**src/rtl/bma_pkg.sv**
```systemverilog
package bma_pkg;
  typedef enum logic [1:0] {
    OWN_CPU  = 2'd0,
    OWN_DMA  = 2'd1,
    OWN_HOLD = 2'd2,
    OWN_REFR = 2'd3
  } owner_t;
endpackage

```
**src/rtl/bma_chan.sv**
```systemverilog
module bma_chan #(
  parameter int CNT_W = 8
) (
  input  logic             clk,
  input  logic             rst_n,
  input  logic             req,
  input  logic             en,
  input  logic             wr,
  input  logic [CNT_W-1:0] wdata,
  input  logic             dec,
  input  logic             clr,
  output logic [CNT_W-1:0] cnt,
  output logic             elig
);
  logic pend_q;
  logic [CNT_W-1:0] cnt_q;

  always_ff @(posedge clk or negedge rst_n) begin
    if (!rst_n) begin
      pend_q <= 1'b0;
    end else if (!en) begin
      pend_q <= 1'b0;
    end else begin
      pend_q <= (pend_q & ~clr) | req;
    end
  end

  always_ff @(posedge clk or negedge rst_n) begin
    if (!rst_n) begin
      cnt_q <= '0;
    end else if (wr) begin
      cnt_q <= wdata;
    end else if (dec && cnt_q != '0) begin
      cnt_q <= cnt_q - 1'b1;
    end
  end

  assign cnt  = cnt_q;
  assign elig = pend_q & en & (cnt_q != '0);
endmodule

```
**src/rtl/bma_pick.sv**
```systemverilog
module bma_pick #(
  parameter int N  = 4,
  parameter int IW = 2
) (
  input  logic [N-1:0]  vec,
  output logic          vld,
  output logic [IW-1:0] idx
);
  always_comb begin
    vld = 1'b0;
    idx = '0;
    for (int i = N - 1; i >= 0; i--) begin
      if (vec[i]) begin
        vld = 1'b1;
        idx = IW'(i);
      end
    end
  end
endmodule

```
**src/rtl/bus_master_arbiter.sv**
```systemverilog
module bus_master_arbiter
  import bma_pkg::*;
#(
  parameter int NUM_CH = 4,
  parameter int CNT_W  = 8,
  localparam int CH_W  = (NUM_CH > 1) ? $clog2(NUM_CH) : 1
) (
  input  logic              clk,
  input  logic              rst_n,
  input  logic              refresh_req,
  input  logic              hold_req,
  input  logic [NUM_CH-1:0] ch_req,
  input  logic [NUM_CH-1:0] ch_en,
  input  logic [NUM_CH-1:0] ch_steal,
  input  logic [NUM_CH-1:0] cnt_wr,
  input  logic [CNT_W-1:0]  cnt_wdata,
  input  logic              term_n,
  input  logic              cycle_done,
  output logic              gnt_refresh,
  output logic              gnt_hold,
  output logic              gnt_dma,
  output logic              gnt_cpu,
  output logic [CH_W-1:0]   dma_ch
);
  owner_t owner_q, owner_nxt;
  logic [CH_W-1:0] act_q, dma_sel, pick_idx;
  logic lock_vld_q;

  logic [NUM_CH-1:0][CNT_W-1:0] cnt_all;
  logic [NUM_CH-1:0] elig, elig_next, clr_vec, dec_vec;
  logic dma_cycle_end, act_steal, act_last, forced, end_serv;
  logic lock_keep, pick_vld, steal_gap, dma_want;

  assign dma_cycle_end = cycle_done && (owner_q == OWN_DMA);
  assign act_steal     = ch_steal[act_q];
  assign act_last      = (cnt_all[act_q] <= CNT_W'(1));
  assign forced        = dma_cycle_end && !term_n;
  assign end_serv      = dma_cycle_end && (act_steal || act_last || forced);
  assign clr_vec       = end_serv ? (NUM_CH'(1) << act_q) : '0;
  assign dec_vec       = dma_cycle_end ? (NUM_CH'(1) << act_q) : '0;

  for (genvar g = 0; g < NUM_CH; g++) begin : g_chan
    bma_chan #(.CNT_W(CNT_W)) u_chan (
      .clk   (clk),
      .rst_n (rst_n),
      .req   (ch_req[g]),
      .en    (ch_en[g]),
      .wr    (cnt_wr[g]),
      .wdata (cnt_wdata),
      .dec   (dec_vec[g]),
      .clr   (clr_vec[g]),
      .cnt   (cnt_all[g]),
      .elig  (elig[g])
    );
  end

  assign elig_next = elig & ~clr_vec;

  bma_pick #(.N(NUM_CH), .IW(CH_W)) u_pick (
    .vec (elig_next),
    .vld (pick_vld),
    .idx (pick_idx)
  );

  assign lock_keep = lock_vld_q && elig_next[act_q];
  assign steal_gap = dma_cycle_end && act_steal;
  assign dma_want  = lock_keep || (pick_vld && !steal_gap);
  assign dma_sel   = lock_keep ? act_q : pick_idx;

  always_comb begin
    if (refresh_req)   owner_nxt = OWN_REFR;
    else if (hold_req) owner_nxt = OWN_HOLD;
    else if (dma_want) owner_nxt = OWN_DMA;
    else               owner_nxt = OWN_CPU;
  end

  always_ff @(posedge clk or negedge rst_n) begin
    if (!rst_n) begin
      owner_q    <= OWN_CPU;
      act_q      <= '0;
      lock_vld_q <= 1'b0;
    end else if (cycle_done) begin
      owner_q <= owner_nxt;
      if (owner_nxt == OWN_DMA) begin
        act_q      <= dma_sel;
        lock_vld_q <= !ch_steal[dma_sel];
      end else begin
        lock_vld_q <= lock_keep;
      end
    end else begin
      lock_vld_q <= lock_vld_q && ch_en[act_q];
    end
  end

  assign gnt_refresh = (owner_q == OWN_REFR);
  assign gnt_hold    = (owner_q == OWN_HOLD);
  assign gnt_dma     = (owner_q == OWN_DMA);
  assign gnt_cpu     = (owner_q == OWN_CPU);
  assign dma_ch      = act_q;
endmodule

```
**config.mk**
```make
export PLATFORM = sky130hd
export DESIGN_NAME = bus_master_arbiter
export DESIGN_NICKNAME = d
export VERILOG_FILES = /design/src/rtl/bma_pkg.sv /design/src/rtl/bma_chan.sv /design/src/rtl/bma_pick.sv /design/src/rtl/bus_master_arbiter.sv
export SDC_FILE = /design/constraint.sdc
export NUM_CORES = 1
export LEC_CHECK = 0
export BUFFER_PORTS_ARGS = -buffer_cell sky130_fd_sc_hd__buf_2
export CAP_MARGIN = 20
export CORE_UTILIZATION = 50
export DETAILED_ROUTE_END_ITERATION = 8
export GPL_ROUTABILITY_DRIVEN = 1
export PLACE_DENSITY = 0.71
export SYNTH_ARGS = -nofsm -noshare
export SYNTH_HDL_FRONTEND = slang
export SYNTH_HIERARCHICAL = 1
export SYNTH_SLANG_ARGS = --single-unit
```
**constraint.sdc**
```tcl
create_clock -name clk -period 8.8 [get_ports clk]
set_input_delay 2.2 -clock clk [delete_from_list [all_inputs] [get_ports clk]]
set_output_delay 2.2 -clock clk [all_outputs]
set_load 0.01 [all_outputs]
```
# Word-level counts from Yosys, hierarchy flattened
# Index checks and enable logic that the tools add are counted.
# op_classes
n_mux,38
bitwise,22
shifts,1
magnitude_cmp,3
n_addsub,4
n_reduce_logical,27
eq_ne,4
# op_table
cell,n
8-bit 2-to-1 mux,9
8-bit nonzero test,4
8-bit by 1-bit subtractor with 8-bit output (second input constant),4
8-bit binary-select mux with 2-bit select,1
1-bit 2-to-1 mux,15
2-bit 2-to-1 mux,7
1-bit bitwise AND,12
1-bit logical AND,11
1-bit binary-select mux with 2-bit select,4
8-bit by 1-bit less-or-equal comparator with 1-bit output (second input constant),1
4-bit 2-to-1 mux,2
2-bit nonzero test,4
2-bit by 3-bit less-than comparator with 1-bit output (second input constant),2
4-bit bitwise AND,1
2-bit by 1-bit == test with 1-bit output (second input constant),2
2-bit == test (second input constant),2
1-bit NOT,4
4-bit NOT,1
1-bit bitwise OR,4
1-bit by 2-bit left shift with 4-bit output (first input constant),1
1-bit zero test,3
1-bit logical OR,3
2-bit zero test,1
2-bit AND reduction,1
# totals
elab_cells,110
in_bits,30
reg_bits,41
output_inout_bits,6

# Logic depth before layout (Yosys ltp)
# Gate-level depths: netlist (run 1).
# logic_depth
ltp_word,21
ltp_mapped,14
depth_no_buf,12

# Hierarchy
# Netlist (run 1), hierarchy kept.
# modules_own_cells
module,seq_area_each_um2,n_inst,cells_per_inst,area_per_inst_um2
bma_chan,225.2,4,64,590.6
bus_master_arbiter,125.1,1,79,651.9
bma_pick,0.0,1,7,35.0

# Worst setup path before layout (run 1)
# Ideal clock, no wire load.
# synth_path
path_kind,input port to flip-flop
startpoint,in ch_steal[1]
endpoint,reg lock_vld_q
setup_ns,0.064
stages,12
t_arrival_ns,4.183
slack_ns,4.553
n_path_buf,0
required_time_ns,8.736
path_cell_list,and2_1 -> a211oi_1 -> nand4_1 -> nand2_1 -> nor3_1 -> nor2b_1 -> nor2_1 -> nand2_1 -> o31ai_1 -> or4_1 -> a221oi_2 -> a211o_1
# synth_lines
item,line,text
from (decl),bus_master_arbiter.sv:14,"input logic [NUM_CH-1:0] ch_steal,"
1-bit binary-select mux with 2-bit select,bus_master_arbiter.sv:35,assign act_steal = ch_steal[act_q];
1-bit 2-to-1 mux (not written as such),bus_master_arbiter.sv:35,
1-bit logical OR (2 in a row),bus_master_arbiter.sv:38,assign end_serv = dma_cycle_end && (act_steal || act_last || forced);
1-bit logical AND,bus_master_arbiter.sv:38,
4-bit 2-to-1 mux,bus_master_arbiter.sv:39,assign clr_vec = end_serv ? (NUM_CH'(1) << act_q) : '0;
named net clr_vec[0],bus_master_arbiter.sv:30,"logic [NUM_CH-1:0] elig, elig_next, clr_vec, dec_vec;"
4-bit NOT,bus_master_arbiter.sv:57,assign elig_next = elig & ~clr_vec;
4-bit bitwise AND,bus_master_arbiter.sv:57,
named net elig_next[0],bus_master_arbiter.sv:30,
[... 1 more ...],n/a,
named net pick_vld,bus_master_arbiter.sv:32,"logic lock_keep, pick_vld, steal_gap, dma_want;"
1-bit logical AND,bus_master_arbiter.sv:67,assign dma_want = lock_keep || (pick_vld && !steal_gap);
1-bit logical OR,bus_master_arbiter.sv:67,
1-bit 2-to-1 mux,bus_master_arbiter.sv:73,else if (dma_want) owner_nxt = OWN_DMA;
2-bit 2-to-1 mux,bus_master_arbiter.sv:72,else if (hold_req) owner_nxt = OWN_HOLD;
2-bit 2-to-1 mux,bus_master_arbiter.sv:71,if (refresh_req) owner_nxt = OWN_REFR;
2-bit by 1-bit == test with 1-bit output,bus_master_arbiter.sv:84,if (owner_nxt == OWN_DMA) begin
1-bit 2-to-1 mux,bus_master_arbiter.sv:84,
1-bit 2-to-1 mux,bus_master_arbiter.sv:82,end else if (cycle_done) begin
to (signal assigned),bus_master_arbiter.sv:86,lock_vld_q <= !ch_steal[dma_sel];
to (signal assigned),bus_master_arbiter.sv:88,lock_vld_q <= lock_keep;
to (signal assigned),bus_master_arbiter.sv:91,lock_vld_q <= lock_vld_q && ch_en[act_q];
to (decl),bus_master_arbiter.sv:27,logic lock_vld_q;
# The timed path passes the listed nets, and every way through them passes these cells. The select of a mux whose other input is x is not followed.
# A chain may end at the register's enable or synchronous reset.

# Worst setup path in the final report (run 1)
# layout_path
startpoint,in ch_steal[1]
endpoint,reg lock_vld_q
# layout_lines
item,line,text
1-bit binary-select mux with 2-bit select,bus_master_arbiter.sv:35,
1-bit 2-to-1 mux (not written as such),bus_master_arbiter.sv:35,
1-bit logical OR (2 in a row),bus_master_arbiter.sv:38,
1-bit logical AND,bus_master_arbiter.sv:38,
4-bit 2-to-1 mux,bus_master_arbiter.sv:39,
named net clr_vec[1],bus_master_arbiter.sv:30,
4-bit NOT,bus_master_arbiter.sv:57,
4-bit bitwise AND,bus_master_arbiter.sv:57,
named net elig_next[1],bus_master_arbiter.sv:30,
2-bit 2-to-1 mux (2 in a row),bma_pick.sv:13,if (vec[i]) begin
named net pick_idx[0],bus_master_arbiter.sv:26,"logic [CH_W-1:0] act_q, dma_sel, pick_idx;"
2-bit 2-to-1 mux,bus_master_arbiter.sv:68,assign dma_sel = lock_keep ? act_q : pick_idx;
1-bit binary-select mux with 2-bit select,bus_master_arbiter.sv:86,
1-bit 2-to-1 mux (not written as such),bus_master_arbiter.sv:86,
1-bit zero test,bus_master_arbiter.sv:86,
1-bit 2-to-1 mux,bus_master_arbiter.sv:84,
1-bit 2-to-1 mux,bus_master_arbiter.sv:82,
# The timed path passes the listed nets, and every way through them passes these cells. The select of a mux whose other input is x is not followed.

==> results.toml, run 1 <==
[layout]
n_antenna_cell = 0
fin_util_pct = 56.48
multi_input_area_um2 = 1868
nFillCells = 557
drive_above_1_share_pct = 17.34
nets = 407
synthToLayoutAreaGrowth_pct = 9.028
seqCellArea_um2 = 1026
post-route-cell-area_um2 = 3324

[global_route]
grt_pass1_wl_mm = 12.88
grt_max_degree = 42
antenna_found_initial = 0
grt_overflow_total = 0
grt_usage_pct = 26.37
grt_pass1_vias = 2703

[die]
core_um2 = 5886
start_util_pct = 51.81
rows = 28
die_w_um = 80.09
die_h_um = 80.09
die-area_um2 = 6414
io_pins = 36

[timing]
hold_ws_ns = 0.5332
slew_viol_final = 0
timing.setup.tns_ns = 0
max_slew_margin_pct = 37.30
setup_viol = 0
fmax_ghz = 0.2259
finClkSkew_ns = 0.008842
rsz0062_at_grt = "false"
period_needed_ns = 4.427
final_hold_viol_count = 0
post-route-period-util_pct = 50.31
tightest_slew_ns = 0.9405

[pwr]
combPwrFrac_pct = 23.4
p_seq_share_pct = 50.3
max-vdd-ir-drop_mv = 0.07478
p_int_uw = 319.3
p_per_area_nw_per_um2 = 144.9
p_clk_share_pct = 26.3
power.leakage_nw = 1.297
p_switching_uw = 162.3
switching_share_pct = 33.70

[synth]
ys.flop_type = "dfrtp_1"
syn_area_um2 = 3049
synth_top_cells_by_count = "dfrtp_1 (41), nand2_1 (34), nor2_1 (23), nor3_1 (23), a21oi_1 (19)"
synth_top_area_share_pct = 33.65
yosysSeqAreaShare_pct = 33.65
synth-edff-count = 0
synth_cell_type_count = 50
synthTopCellsByArea = "dfrtp_1 (34%), nand2_1 (4.2%), nor3_1 (3.8%)"
ys_ff_latch = 41
syn-num-nets = 380
synth_most_common_cell = "dfrtp_1"
syn-instance-count = 342
ys_async_sr_fraction_pct = 100.0
yosys.area.top_type = "dfrtp_1"
ys_warn_count = 6
synth_area_per_cell_um2 = 8.916

[critical_path]
worstSetupPathType = "in -> reg"
critical_path_buf_inv_count = 2
path_delay_family = "simple AND/OR/NAND/NOR gates"
cpPeakStageDelay_ns = 0.45
path_common_cell = "nor2b_1"
cp_cell_sequence = "buf_2 -> and2_1 -> a211oi_1 -> nand4_1 -> nand2_1 -> nor2_1 -> nor2b_1 -> inv_1 -> a21oi_2 -> nor2b_1 -> or4_1 -> a221oi_2 -> a211o_1"
end_kind = "flop"
worstPathArrival_ns = 4.67
setup.worst_path.start_class = "input pin"
crit_path_top_delay_cell = "or4_1"
required_ns = 9.04
cp_max_fo = 5

[clocking]
cts.sinks = 41
clkTransAtPathRegs_ns = 0.08
htreeDepth = 2
cts_buffer_depth = 2
cts_tree = "yes"
cts_setup_buffers = 0
holdBufCountCts = 0
cts_resized = 0
cts_made_buffers = 5
worstSkewPairLatency_ns = 0.30
cts_root_buffer = "clkbuf_8"

[drt]
drc = 0
firstDrtPassIters = 5
drt_iter0_markers = 174
wire_per_inst_um = 17.67
drt.antenna.violating_nets = 0
vias = 2904
drt_wl_total_mm = 7.847
via_per_inst = 6.541

[flow_run]
cap_violations = 0

[run_status]
status = "completed"

[placed_design]
dpl.hpwl_mm = 5.672
placed_area_um2 = 3238
gp_congestion = 0.8565
io_buffers = 35

[worst_hold_path]
min_path_type = "reg -> reg"
placed cells by master, fill, tap and decap left out, types with 3 or more instances in the layout:
cell / Yosys / layout
clkinv_1: 4 / 4
a31oi_1: 4 / 4
a21boi_0: 4 / 4
nor4_1: 3 / 3
o311ai_0: 8 / 8
a2bb2oi_1: 8 / 8
mux2_2: 3 / 3
nor2_1: 23 / 23
or4b_2: 4 / 4
or4b_1: 4 / 4
nand4_1: 5 / 5
a211o_2: 4 / 4
nor4b_1: 10 / 10
nor2b_1: 11 / 11
o21ai_0: 5 / 5
o21a_1: 5 / 5
and3b_2: 4 / 4
ha_1: 8 / 8
a221o_1: 8 / 8
o211ai_1: 5 / 5
inv_1: 16 / 16
nor3b_1: 4 / 4
clkbuf_8: 0 / 6
buf_2: 4 / 35
o2111ai_1: 9 / 9
or3_1: 10 / 10
dfrtp_1: 41 / 41
nand2_1: 34 / 34
nor3_1: 23 / 23
o311a_1: 8 / 8
nand2b_1: 4 / 4
nand4bb_1: 4 / 4
a21oi_1: 19 / 19
nand3_1: 8 / 8
worst paths after layout:
kind | slack, ns | start | to | cells past startpoint
setup / recovery | 4.37 | ch_steal[1] | lock_vld_q | 13
hold reg to reg | 0.53 | lock_vld_q | lock_vld_q | 1
max in group asynchronous | 6.17 | rst_n | g_chan[3].u_chan/cnt[5] | 1
min in group asynchronous | 2.04 | rst_n | g_chan[0].u_chan/cnt[7] | 1
setup reg to reg | 5.39 | g_chan[0].u_chan/cnt[0] | lock_vld_q | 10
hold / removal | 0.53 | lock_vld_q | lock_vld_q | 1
power by group through the flow:
stage	Combinational (mW)	Sequential [mW]	Clock, mW
floorplan	0.0894	0.231	0
global route	0.126	0.247	0.138
CTS	0.112	0.242	0.132
finish	0.113	0.242	0.127
detailed placement	0.112	0.245	0
global placement	0.110	0.245	0
flip-flops by register name, indices dropped and copies added (netlist names):
signal,cells
g_chan.u_chan/pend_q,4
g_chan.u_chan/cnt,32
owner_q,2
lock_vld_q,1
dma_ch,2
layout make-up:
type / count / share of cell area [%]
Tap cell: 75 / 2.823
Multi-Input combinational cell: 266 / 56.19
Clock buffer: 7 / 2.597
Inverter: 20 / 2.258
Timing Repair Buffer: 35 / 5.269
Sequential cell: 41 / 30.86
kinds of logic (layout without fill, tap and decap cells):
| logic type | after synthesis | in the layout | synth area share [%] |
|---|---|---|---|
| AND/OR/NAND/NOR | 157 | 157 | 30.32 |
| flip-flops | 41 | 41 | 33.65 |
| adder cells (fa/ha/maj) | 8 | 8 | 3.283 |
| buffers and inverters | 35 | 62 | 5.088 |
| multiplexers | 5 | 5 | 2.708 |
| AO/OA/AOI/OAI | 96 | 96 | 24.95 |
metal layers:
layer / up-vias / global-route usage, % / part of all wire [%]
li1: 1387 / - / -
met5: - / 0 / 0
met2: 75 / 45.38 / 49
met3: 11 / 3.977 / 5.1
met1: 1431 / 33.48 / 45
met4: 0 / 9.286 / 1.5
metrics by stage:
step	total power, mW	worst slack, ns	std cells
3_3_place_gp	0.3551	4.264	437
5_1_grt	0.5103	4.202	444
2_1_floorplan	0.3202	4.553	342
4_1_cts	0.4856	4.451	444
3_5_place_dp	0.3572	4.141	437
6_report	0.4817	4.373	444
No activity file was read; power rests on OpenSTA's default activity.
==> inputs of run 2 (changes only) <==
ABC_AREA = 1   (was unset)
PLACE_DENSITY = 0.7   (was 0.71)
clock period = 4.4 ns   (was 8.8 ns; I/O delays follow)
==> results.toml, run 2 <==
[critical_path]
cp_max_fo = 5
worstSetupPathType = "in -> reg"
cpPeakStageDelay_ns = 0.31
r2r_end = "lock_vld_q"
worstSetupEndpoint = "lock_vld_q"
path_delay_family = "simple AND/OR/NAND/NOR gates"
worstPathArrival_ns = 2.64
required_ns = 4.58
cp.depth = 14
crit_start = "cycle_done"
crit_path_top_delay_cell = "nor2_1"
end_kind = "flop"
critical_path_buf_inv_count = 2
worst-r2r-setup-slack_ns = 2.20
setup.worst_path.start_class = "input pin"
reg2reg_from = "g_chan[3].u_chan/cnt[2]"
reg2reg_depth = 18
cp_cell_sequence = "buf_2 -> nand2_1 -> nor2_1 -> nand2_1 -> inv_1 -> nor2_1 -> nor2_1 -> nand2_1 -> o31ai_1 -> nand2_4 -> nand3_4 -> nor2_1 -> nand2_1 -> nand3_2"

[clocking]
worstSkewPairLatency_ns = 0.29
cts_root_buffer = "clkbuf_8"
cts_made_buffers = 5
cts_tree = "yes"
htreeDepth = 2
clkTransAtPathRegs_ns = 0.08
cts_setup_buffers = 0
cts_buffer_depth = 2
cts_resized = 0
holdBufCountCts = 0
cts.sinks = 41

[timing]
rsz0062_at_grt = "false"
fmax_ghz = 0.4074
timing.setup.tns_ns = 0
tightest_slew_ns = 0.9646
hold_ws_ns = 0.5461
setup_viol = 0
final_hold_viol_count = 0
post-route-period-util_pct = 55.79
max_slew_margin_pct = 35.70
slew_viol_final = 0
finClkSkew_ns = 0.007386
period_needed_ns = 2.455

[layout]
nFillCells = 685
fin_util_pct = 56.78
layout_commonest_cell = "nand2_1"
largest_reg_flops = 32
nets = 602
mostFrequentLayoutCells = "nand2_1 (172), nand3_1 (66), inv_1 (64)"
n_antenna_cell = 0
synthToLayoutAreaGrowth_pct = 10.25
drive_above_1_share_pct = 19.65
post-route-cell-area_um2 = 3836

[pwr]
p_switching_uw = 656.9
power.leakage_nw = 2.021
p_int_uw = 815.6
p_clk_share_pct = 18.6
switching_share_pct = 44.61
p_per_area_nw_per_um2 = 383.9
combPwrFrac_pct = 44.2
max-vdd-ir-drop_mv = 0.1949
p_seq_share_pct = 37.2

[die]
rows = 30
core_um2 = 6756
start_util_pct = 51.50
die_h_um = 85.42
io_pins = 36
die_w_um = 85.42
die-area_um2 = 7297

[synth]
yosys.area_share.xor_xnor_pct = 1.007
syn_area_um2 = 3480
muxShareOfSynthArea_pct = 0
ys_async_sr_fraction_pct = 100.0
synth_cell_type_count = 28
ys.flop_type = "dfrtp_1"
synth_area_per_cell_um2 = 6.615
synthTopCellsByArea = "dfrtp_1 (29%), nand2_1 (19%), nand3_1 (9.5%)"
ys_warn_count = 6
yosysSeqAreaShare_pct = 29.49
syn-num-nets = 564
synth-edff-count = 0
syn-instance-count = 526
synth_top_cells_by_count = "nand2_1 (172), nand3_1 (66), inv_1 (64)"
synth_top_area_share_pct = 29.49
ys_ff_latch = 41
synth_top_family_by_area = "simple AND/OR/NAND/NOR gates"
synth_compound_area_share_pct = 10.90
yosys.area.top_type = "dfrtp_1"
synth_most_common_cell = "nand2_1"
synthAdderAreaFrac_pct = 2.877
synthSimpleGateAreaFrac_pct = 47.61

[drt]
drt_iter0_markers = 180
wire_per_inst_um = 12.93
drt_wl_total_mm = 8.340
via_per_inst = 5.217
vias = 3365
drt.antenna.violating_nets = 0
firstDrtPassIters = 4
drc = 0

[global_route]
grt_max_degree = 42
grt_util_met2_pct = 39.93
grt_pass1_vias = 3020
use_met3_pct = 4.280
grt_usage_pct = 24.37
grt_pass1_wl_mm = 14.02
grt-busiest-layer = "met2"
antenna_found_initial = 0
grt_overflow_total = 0
gr-usage-met1_pct = 32.86

[flow_run]
cap_violations = 0

[placed_design]
io_buffers = 35
gp_congestion = 0.8981
dpl.hpwl_mm = 6.309
placed_area_um2 = 3735

[worst_hold_path]
min_path_type = "reg -> reg"
hp-start = "g_chan[1].u_chan/pend_q"

[run_status]
status = "completed"
## run 2: cell count changes after synthesis, sizes merged, moves of 11 or more
cell   previous run  this run
nor3             23         1
nor2b            11         0
inv              16        66
nand3             8        68
o21ai             5        40
nand2            34       188
nor2             23        84
a21oi            21         4
## run 2: worst min-delay path, cell delays in order (launching register included)
cell     delay (ns)
dfrtp_1        0.36
nand2_1        0.08
o21ai_0        0.07
## run 2: layer usage
metal | routed length [µm] | part of all wire (%)
met5 | 0 | 0
met4 | 154 | 1.8
met3 | 332 | 4.0
met2 | 3792 | 45
met1 | 4061 | 49
## run 2: kinds of logic (layout without fill, tap and decap cells)
kind of cell    count (synthesis)  after routing
xor+xnor                        4              4
compound gates                 49             49
buf+inv                        74            113
simple gates                  350            350
flops                          41             41
fa+ha+maj                       8              8
## run 2: final cells by class
type	instances	area (µm²)	share of cell area [%]
Clock buffer	7	96.34	2.511
Inverter	70	262.8	6.849
Multi-Input combinational cell	411	2171	56.59
Tap cell	80	100.1	2.609
Clock inverter	1	5.005	0.1305
Timing Repair Buffer	35	175.2	4.566
Sequential cell	41	1026	26.74
## run 2: worst min-delay path by stage
| stage | depth (start not counted) | slack (ns) | endpoint |
|---|---|---|---|
| 3_5_place_dp | 2 | 0.53 | g_chan[0].u_chan/pend_q |
| 2_1_floorplan | 2 | 0.51 | g_chan[0].u_chan/pend_q |
| 3_3_place_gp | 2 | 0.53 | g_chan[3].u_chan/pend_q |
| 4_1_cts | 2 | 0.55 | g_chan[0].u_chan/pend_q |
| 5_1_grt | 2 | 0.59 | g_chan[3].u_chan/pend_q |
| 6_report | 2 | 0.55 | g_chan[1].u_chan/pend_q |
## run 2: through the flow
step,worst slack (ns),power (mW),cells
floorplan,1.989,1.043,526
global placement,1.748,1.187,637
detailed placement,1.664,1.201,637
CTS,1.969,1.484,645
global route,1.766,1.605,645
finish,1.945,1.473,645
## run 2: power by group through the flow
stage / Clock, mW / Sequential, mW / Combinational [mW]
3_5_place_dp: 0 / 0.553 / 0.648
5_1_grt: 0.305 / 0.560 / 0.740
3_3_place_gp: 0 / 0.550 / 0.637
4_1_cts: 0.288 / 0.546 / 0.650
6_report: 0.274 / 0.548 / 0.651
2_1_floorplan: 0 / 0.534 / 0.508
